`src/rtl/clkrate_pkg.sv`:
```
package clkrate_pkg;

  typedef enum logic [1:0] {
    RATE_SLOW  = 2'b00,
    RATE_ADDR  = 2'b01,
    RATE_FAST  = 2'b10,
    RATE_TURBO = 2'b11
  } rate_e;

  // Decide whether the next bus cycle runs at the fast ratio.
  function automatic logic pick_fast(input rate_e rate, input logic map_ram,
                                     input logic rom_hit);
    logic fast;
    if (map_ram) begin
      fast = 1'b0;
    end else begin
      unique case (rate)
        RATE_SLOW:  fast = 1'b0;
        RATE_ADDR:  fast = rom_hit;
        RATE_FAST:  fast = 1'b1;
        RATE_TURBO: fast = 1'b1;
        default:    fast = 1'b0;
      endcase
    end
    return fast;
  endfunction

endpackage

```
`src/rtl/clkrate_select.sv`:
```
module clkrate_select
  import clkrate_pkg::*;
(
  input  logic [1:0] rate,
  input  logic       map_ram,
  input  logic       rom_sel,
  output logic       fast_next
);

  always_comb begin
    fast_next = pick_fast(rate_e'(rate), map_ram, rom_sel);
  end

endmodule

```
`src/rtl/clkrate_counter.sv`:
```
module clkrate_counter #(
  parameter int SLOW_DIV = 16,
  parameter int FAST_DIV = 8,
  parameter int CNT_W    = $clog2(SLOW_DIV)
) (
  input  logic             clk,
  input  logic             rst_n,
  input  logic             fast_next,
  output logic [CNT_W-1:0] cnt,
  output logic             fast_q,
  output logic             at_last
);

  localparam logic [CNT_W-1:0] SLOW_LAST = CNT_W'(SLOW_DIV - 1);
  localparam logic [CNT_W-1:0] FAST_LAST = CNT_W'(FAST_DIV - 1);

  assign at_last = (cnt == (fast_q ? FAST_LAST : SLOW_LAST));

  // The ratio register loads only on the last clock of a cycle.
  always_ff @(posedge clk) begin
    if (!rst_n) begin
      cnt    <= '0;
      fast_q <= 1'b0;
    end else if (at_last) begin
      cnt    <= '0;
      fast_q <= fast_next;
    end else begin
      cnt    <= cnt + 1'b1;
    end
  end

  assert_ratio_hold_R7: assert property (@(posedge clk) disable iff (!rst_n)
    !at_last |=> $stable(fast_q));

  assert_wrap_R6: assert property (@(posedge clk) disable iff (!rst_n)
    at_last |=> (cnt == '0));

  assert_fast_bound_R6: assert property (@(posedge clk) disable iff (!rst_n)
    fast_q |-> (cnt <= FAST_LAST));

endmodule

```
`src/rtl/clkrate_phase.sv`:
```
module clkrate_phase #(
  parameter int SLOW_DIV = 16,
  parameter int FAST_DIV = 8,
  parameter int CNT_W    = $clog2(SLOW_DIV)
) (
  input  logic             clk,
  input  logic             rst_n,
  input  logic [CNT_W-1:0] cnt,
  input  logic             fast_q,
  output logic             e_phase,
  output logic             q_phase,
  output logic             cyc_start
);

  localparam logic [CNT_W-1:0] S_Q_ON  = CNT_W'(SLOW_DIV / 4);
  localparam logic [CNT_W-1:0] S_Q_OFF = CNT_W'((SLOW_DIV / 4) * 3);
  localparam logic [CNT_W-1:0] S_E_ON  = CNT_W'(SLOW_DIV / 2);
  localparam logic [CNT_W-1:0] F_Q_ON  = CNT_W'(FAST_DIV / 4);
  localparam logic [CNT_W-1:0] F_Q_OFF = CNT_W'((FAST_DIV / 4) * 3);
  localparam logic [CNT_W-1:0] F_E_ON  = CNT_W'(FAST_DIV / 2);

  logic [CNT_W-1:0] q_on, q_off, e_on;

  always_comb begin
    q_on  = fast_q ? F_Q_ON  : S_Q_ON;
    q_off = fast_q ? F_Q_OFF : S_Q_OFF;
    e_on  = fast_q ? F_E_ON  : S_E_ON;
    q_phase   = (cnt >= q_on) && (cnt < q_off);
    e_phase   = (cnt >= e_on);
    cyc_start = (cnt == '0);
  end

  assert_q_leads_e_R6: assert property (@(posedge clk) disable iff (!rst_n)
    $rose(e_phase) |-> q_phase);

  assert_start_idle_R6: assert property (@(posedge clk) disable iff (!rst_n)
    cyc_start |-> (!e_phase && !q_phase));

  assert_q_falls_in_e_R6: assert property (@(posedge clk) disable iff (!rst_n)
    $fell(q_phase) |-> e_phase);

endmodule

```
`src/rtl/clkrate_gen.sv`:
```
module clkrate_gen #(
  parameter int SLOW_DIV = 16,
  parameter int FAST_DIV = 8
) (
  input  logic       clk,
  input  logic       rst_n,
  input  logic [1:0] rate,
  input  logic       map_ram,
  input  logic       rom_sel,
  output logic       e_phase,
  output logic       q_phase,
  output logic       cyc_start
);

  localparam int CNT_W = $clog2(SLOW_DIV);

  logic             fast_next;
  logic [CNT_W-1:0] cnt;
  logic             ratio_fast;
  logic             at_last;

  clkrate_select u_select (
    .rate      (rate),
    .map_ram   (map_ram),
    .rom_sel   (rom_sel),
    .fast_next (fast_next)
  );

  clkrate_counter #(
    .SLOW_DIV (SLOW_DIV),
    .FAST_DIV (FAST_DIV),
    .CNT_W    (CNT_W)
  ) u_counter (
    .clk       (clk),
    .rst_n     (rst_n),
    .fast_next (fast_next),
    .cnt       (cnt),
    .fast_q    (ratio_fast),
    .at_last   (at_last)
  );

  clkrate_phase #(
    .SLOW_DIV (SLOW_DIV),
    .FAST_DIV (FAST_DIV),
    .CNT_W    (CNT_W)
  ) u_phase (
    .clk       (clk),
    .rst_n     (rst_n),
    .cnt       (cnt),
    .fast_q    (ratio_fast),
    .e_phase   (e_phase),
    .q_phase   (q_phase),
    .cyc_start (cyc_start)
  );

  assert_map_slow_R5: assert property (@(posedge clk) disable iff (!rst_n)
    (cyc_start && $past(at_last) && $past(map_ram)) |-> !ratio_fast);

  assert_rom_fast_R4: assert property (@(posedge clk) disable iff (!rst_n)
    (cyc_start && $past(at_last) && $past(rate == 2'b01 && !map_ram && rom_sel))
      |-> ratio_fast);

  assert_slow_rate_R2: assert property (@(posedge clk) disable iff (!rst_n)
    (cyc_start && $past(at_last) && $past(rate == 2'b00)) |-> !ratio_fast);

endmodule

```
`config.mk`:
```
export PLATFORM = sky130hd
export DESIGN_NAME = clkrate_gen
export DESIGN_NICKNAME = d
export VERILOG_FILES = /design/src/rtl/clkrate_pkg.sv /design/src/rtl/clkrate_select.sv /design/src/rtl/clkrate_counter.sv /design/src/rtl/clkrate_phase.sv /design/src/rtl/clkrate_gen.sv
export SDC_FILE = /design/constraint.sdc
export NUM_CORES = 1
export LEC_CHECK = 0
export CORE_AREA = 8 8 45 47
export CTS_CLUSTER_DIAMETER = 60
export DETAILED_ROUTE_END_ITERATION = 8
export DIE_AREA = 0 0 53 55
export PLACE_DENSITY_LB_ADDON = 0.08
export SYNTH_ARGS = -nofsm -noshare
export SYNTH_HDL_FRONTEND = slang
export SYNTH_HIERARCHICAL = 1
export SYNTH_SLANG_ARGS = --single-unit
export TNS_END_PERCENT = 10
```
`constraint.sdc`:
```
create_clock -name clk -period 2.3 [get_ports clk]
set_input_delay 0.575 -clock clk [delete_from_list [all_inputs] [get_ports clk]]
set_output_delay 0.575 -clock clk [all_outputs]
set_load 0.02 [all_outputs]
```
==> impl_metrics.ini, run 1 <==
[run_status]
outcome = finished, final reports clean

[worst_setup_path]
reg2reg_from = u_counter/cnt[0]
crit_type = flop to output pin
critPathMaxFanout = 3
crit_start = u_counter/fast_q
cp-start-kind = flop
worstPathRequired_ns = 1.73
r2r-end = u_counter/fast_q
crit_end = q_phase
reg2reg_slack_ns = 1.05
arrival_ns = 1.59
reg2regPathDepth = 4
critPathCaptureType = output pin

[drt]
drtAntennaViolNets = 0
drt_wl_total_um = 834
drt_iter0_drc = 5
vias_per_cell = 4.371
wl_per_cell_um = 11.91
drc = 0
firstDrtPassIters = 3
dr_total_vias = 306

[clock_tree]
cts-root-buf = clkbuf_4
cts.clk_slew.worst_paths_ns = 0.04
postCtsSetupBuffers = 0
insertion_delay_ns = 0.24
h-tree-depth = 1
numCtsBuffers = 3
clock_path_buffers = 2
cts_num_sinks = 5
cts_tree = yes

[die]
start_util = 0.2351
die_h_um = 55
core_mm2 = 0.001384
design.portCount = 9
die_area_mm2 = 0.002915
rows = 14
fp.dieW_um = 53

[timing]
fin_crit_sh = 0.9407
fin_ws_ns = 0.1364
max-slew-margin-rel = 0.8225
clock_skew_ns = 0.005263
worst_slew_pin_slew_ns = 0.2638
drv_slew = 0
finalSetupViolCount = 0
whs_ns = 0.5232
fin_crit_ns = 2.164
grt_setup_unrepaired = no
fmax_mhz = 462.2
hold_viol = 0

[global_routing]
grt_pass1_wl_um = 1442
antenna_found_initial = 0
grt_usage = 0.06823
grt_start_max_net_pins = 8
grt_overflow = 0
first_global_vias = 352

[synthesis]
synthesis.nets = 48
syn_area_per_cell_um2 = 8.792
syn_inst = 37
synth_area_um2 = 325.3
yosys_warnings = 6

[power]
irDropWorstVdd_v = 0.0002335
power.switching_uw = 65.69
powerDensity_mw_per_mm2 = 505.7
p_total_uw = 252.5
p_leak_uw = 0.0002503
p_int_uw = 186.8
p_seq_frac = 0.378
power.share.switching = 0.2602
p_clk_frac = 0.396
p_comb_frac = 0.227

[final_layout]
drive_gt1_frac = 0.2593
synthToLayoutAreaGrowth_pct = 53.46
final_nets = 66
antenna_cells = 0

[run]
max_cap_viol_count = 0

[placement]
numPortBuffers = 8
routabilityCongestion = 0.6399
pre_cts_slack_ns = -0.03299
hpwl_um = 635.4

[worst_hold_path]
worstHoldPathType = flop to flop
-- per-stage QoR --
step                setup TNS, ns  cell area, um2  instances    util
CTS                      -0.02018           488.0         70  0.3526
global route                    0           499.2         70  0.3608
finish                          0           499.2         70  0.3608
detailed placement       -0.03299           462.9         66  0.3345
global placement                0           462.9         66  0.3345
floorplan                       0           325.3         37       -
-- registers in the layout, indices dropped and copies added (netlist names) --
register          flops
u_counter/cnt         4
u_counter/fast_q      1
-- worst min-delay path by stage --
stage	endpoint	startpoint	cells after the start
after floorplan	u_counter/cnt[0]	u_counter/cnt[0]	1
after CTS	u_counter/cnt[0]	u_counter/cnt[0]	1
final	u_counter/cnt[0]	u_counter/cnt[0]	1
after detailed placement	u_counter/cnt[0]	u_counter/cnt[0]	1
after global placement	u_counter/cnt[0]	u_counter/cnt[0]	1
after global routing	u_counter/cnt[0]	u_counter/cnt[0]	1
-- power groups by stage --
stage | Clock (uW) | Combinational [uW] | Sequential (uW)
detailed placement | 0 | 55.5 | 96.6
floorplan | 0 | 25.6 | 98.6
finish | 99.9 | 57.2 | 95.4
global placement | 0 | 54.5 | 96.4
global route | 109 | 63.9 | 95.7
CTS | 104 | 55.6 | 95.2
-- final cells by class --
cell class                      instances  area (um2)
Fill cell                             145       884.6
Multi-Input combinational cell         27       224.0
Tap cell                               16       20.02
Timing Repair Buffer                   13       110.1
Clock buffer                            4       26.28
Inverter                                5       18.77
Sequential cell                         5       100.1
-- worst max-delay path, cell delays in order, from the launching register on --
cell and delay, ns:
dfxtp_1 0.32, buf_4 0.14, ha_1 0.30, a2111oi_4 0.35, a311oi_1 0.07, buf_2 0.17
-- per-layer routing --
metal / vias to the layer above / part of all wire / track usage
li1: 164 / - / -
met1: 138 / 0.41 / 0.05758
met2: 4 / 0.53 / 0.1270
met3: 0 / 0.068 / 0.02674
met4: 0 / 0 / 0.05172
met5: - / 0 / 0
-- cells in the final DEF, fill, tap and decap left out --
master,count
a2111oi_4,1
a21boi_0,1
a21o_1,1
a21oi_1,1
a311oi_1,1
and2_1,1
buf_2,1
buf_4,5
clkbuf_1,1
clkbuf_2,1
clkbuf_4,3
clkdlybuf4s50_1,5
dfxtp_1,5
dlymetal6s2s_1,1
ha_1,5
inv_1,5
nand2_1,1
nand3_1,1
nand4_1,1
nor2_1,4
nor2_2,2
nor4_1,1
o21ai_2,1
o31ai_1,2
xnor2_1,1
xor2_1,2
-- repair_timing --
action                     4_1_cts  5_1_grt
hold buffers                     0        0
setup endpoints to repair        2        3
pin swaps                        0        2
gates resized for setup          3        9
No activity file was read; power rests on OpenSTA's default activity.
==> run 2: changes to the inputs <==
ABC_CLOCK_PERIOD_IN_PS = 2300   (was default)
SYNTH_HIERARCHICAL = default   (was 1)
==> run 2 against run 1 <==
Critical path depth grew 1; sequential share of layout area grew 1.9 points; hold slack lost 0.016 ns; first-iteration DRC count grew 20%; critical endpoint unchanged; power shrank 3.8%; area after synthesis grew 0.77%; synthesized cell count shrank 2.7%; fmax shrank 1.1%; worst setup slack lost 0.023 ns.
==> impl_metrics.ini, run 2 <==
[timing]
max-slew-margin-rel = 0.8470
drv_slew = 0
grt_setup_unrepaired = no
fin_crit_sh = 0.9508
clock_skew_ns = 0.003196
worst_slew_pin_slew_ns = 0.2291
setup_tns_ns = 0
fmax_mhz = 457.3
fin_crit_ns = 2.187
finalSetupViolCount = 0
fin_ws_ns = 0.1131
hold_viol = 0

[final_layout]
antenna_cells = 0
synthToLayoutAreaGrowth_pct = 42.75
utilization = 0.3382
final_nets = 63
final_area_um2 = 467.9
drive_gt1_frac = 0.2200
largest-register = u_counter.cnt
n_fill_cell = 145
multiInputGateArea_um2 = 205.2
top_regs = u_counter.cnt: 4 flops, u_counter.fast_q: 1 flops
largest_reg_flops = 4
ff_latch_area_um2 = 102.6
layout_common_cells = inv_1, ha_1, clkdlybuf4s50_1

[drt]
dr_total_vias = 295
vias_per_cell = 4.470
firstDrtPassIters = 3
wl_met3_um = 25
wl_met2_um = 358
drtAntennaViolNets = 0
wl_met1_um = 321
wl_per_cell_um = 10.80
drt_iter0_drc = 6
drc = 0
highest-signal-layer = met4
drt_wl_total_um = 713

[placement]
pre_cts_slack_ns = 0.06528
hpwl_um = 603.9
routabilityCongestion = 0.6901
place_area_um2 = 442.9
numPortBuffers = 8

[die]
die_area_mm2 = 0.002915
die_h_um = 55
fp.dieW_um = 53
start_util = 0.2369
design.portCount = 9
core_mm2 = 0.001384
rows = 14

[synthesis]
synth_area_um2 = 327.8
syn_inst = 36
synth_seq_cells = 5
synth.yosys.seq_area_share = 0.3053
synth_edf_count = 0
synth_cell_types = 18
synth_top_area_share = 0.3053
yosys_warnings = 0
async_flop_share = 0
synthesis.nets = 48
synthTopCellsByCount = ha_1, inv_1, dfxtp_1
syn_area_per_cell_um2 = 9.106
synthTopCellsByArea = dfxtp_1, ha_1, inv_1
yosys_most_used_dff = dfxtp_1
yosysTopAreaCell = dfxtp_1

[global_routing]
grt_start_max_net_pins = 7
grt_overflow = 0
antenna_found_initial = 0
grt_usage = 0.06281
grt_pass1_wl_um = 1324
first_global_vias = 334

[worst_setup_path]
cp-start-kind = flop
crit_type = flop to output pin
reg2regPathDepth = 3
arrival_ns = 1.61
critPathMaxFanout = 4
critPathCaptureType = output pin
worstPathRequired_ns = 1.73

[clock_tree]
cts.clk_slew.worst_paths_ns = 0.04
cts-root-buf = clkbuf_4
cts_tree = yes
clock_path_buffers = 2
insertion_delay_ns = 0.24
numCtsBuffers = 3
cts_hold_buf = 0
cts_num_sinks = 5
h-tree-depth = 1

[worst_hold_path]
worstHoldPathType = flop to flop
hold_depth = 1

[power]
irDropWorstVdd_v = 0.0002069
p_leak_uw = 0.0002450
powerDensity_mw_per_mm2 = 518.9

[run]
max_cap_viol_count = 0

[run_status]
outcome = finished, final reports clean
[run 2: area by class of cell]
| class | instances | share of cell area |
|---|---|---|
| clock buffers | 4 | 0.05615 |
| inverters | 6 | 0.04813 |
| multi-input cells | 25 | 0.4385 |
| flip-flops and latches | 5 | 0.2193 |
| well taps | 16 | 0.04278 |
| repair buffers | 10 | 0.1952 |
[run 2: repair_timing]
| item | in CTS | in global routing |
|---|---|---|
| endpoints found under the setup margin | 2 | 3 |
| gates resized for setup | 2 | 5 |
| buffers inserted | 0 | 0 |
[run 2: power by group]
| group | internal [uW] | switching (uW) | leakage [uW] |
|---|---|---|---|
| clock network | 65.5 | 35.4 | 0.0000150 |
| registers | 92.0 | 4.88 | 0.0000418 |
| logic | 24.2 | 20.8 | 0.000188 |
| total | 182 | 61.1 | 0.000245 |
[run 2: worst paths after layout]
check | slack, ns | endpoint | startpoint
max | 0.11 | q_phase | u_counter.cnt[1]
min | 0.51 | u_counter.cnt[0] | u_counter.cnt[0]
max reg2reg | 1.14 | u_counter.fast_q | u_counter.fast_q
min reg2reg | 0.51 | u_counter.cnt[0] | u_counter.cnt[0]
[run 2: critical path, stage by stage (launching register included)]
cell and delay [ns]:
dfxtp_2 0.35, inv_1 0.06, ha_1 0.28, nand2b_1 0.07, a21oi_1 0.06, o31a_1 0.23
dlygate4sd2_1 0.32
[run 2: cells by family after synthesis]
family / after synthesis / synth area share
simple gates: 10 / 0.1718
compound gates: 7 / 0.1718
buf+inv: 6 / 0.06870
fa+ha+maj: 6 / 0.2290
flops: 5 / 0.3054
xor+xnor: 2 / 0.05344
[run 2: metal layers]
metal	up-vias	global-route usage
met1	132	0.06829
met2	9	0.09570
met4	0	0.06466
met5	-	0
li1	152	-
met3	2	0.01604
[run 2: per-stage QoR]
step                      hold WS (ns)  std cells  total power [uW]
after global routing            0.5434         66             263.4
final                           0.5074         66             242.8
after detailed placement        0.5030         62             145.0
after global placement          0.4990         62             144.8
after CTS                       0.5110         66             247.8
after floorplan                 0.4482         36             120.8
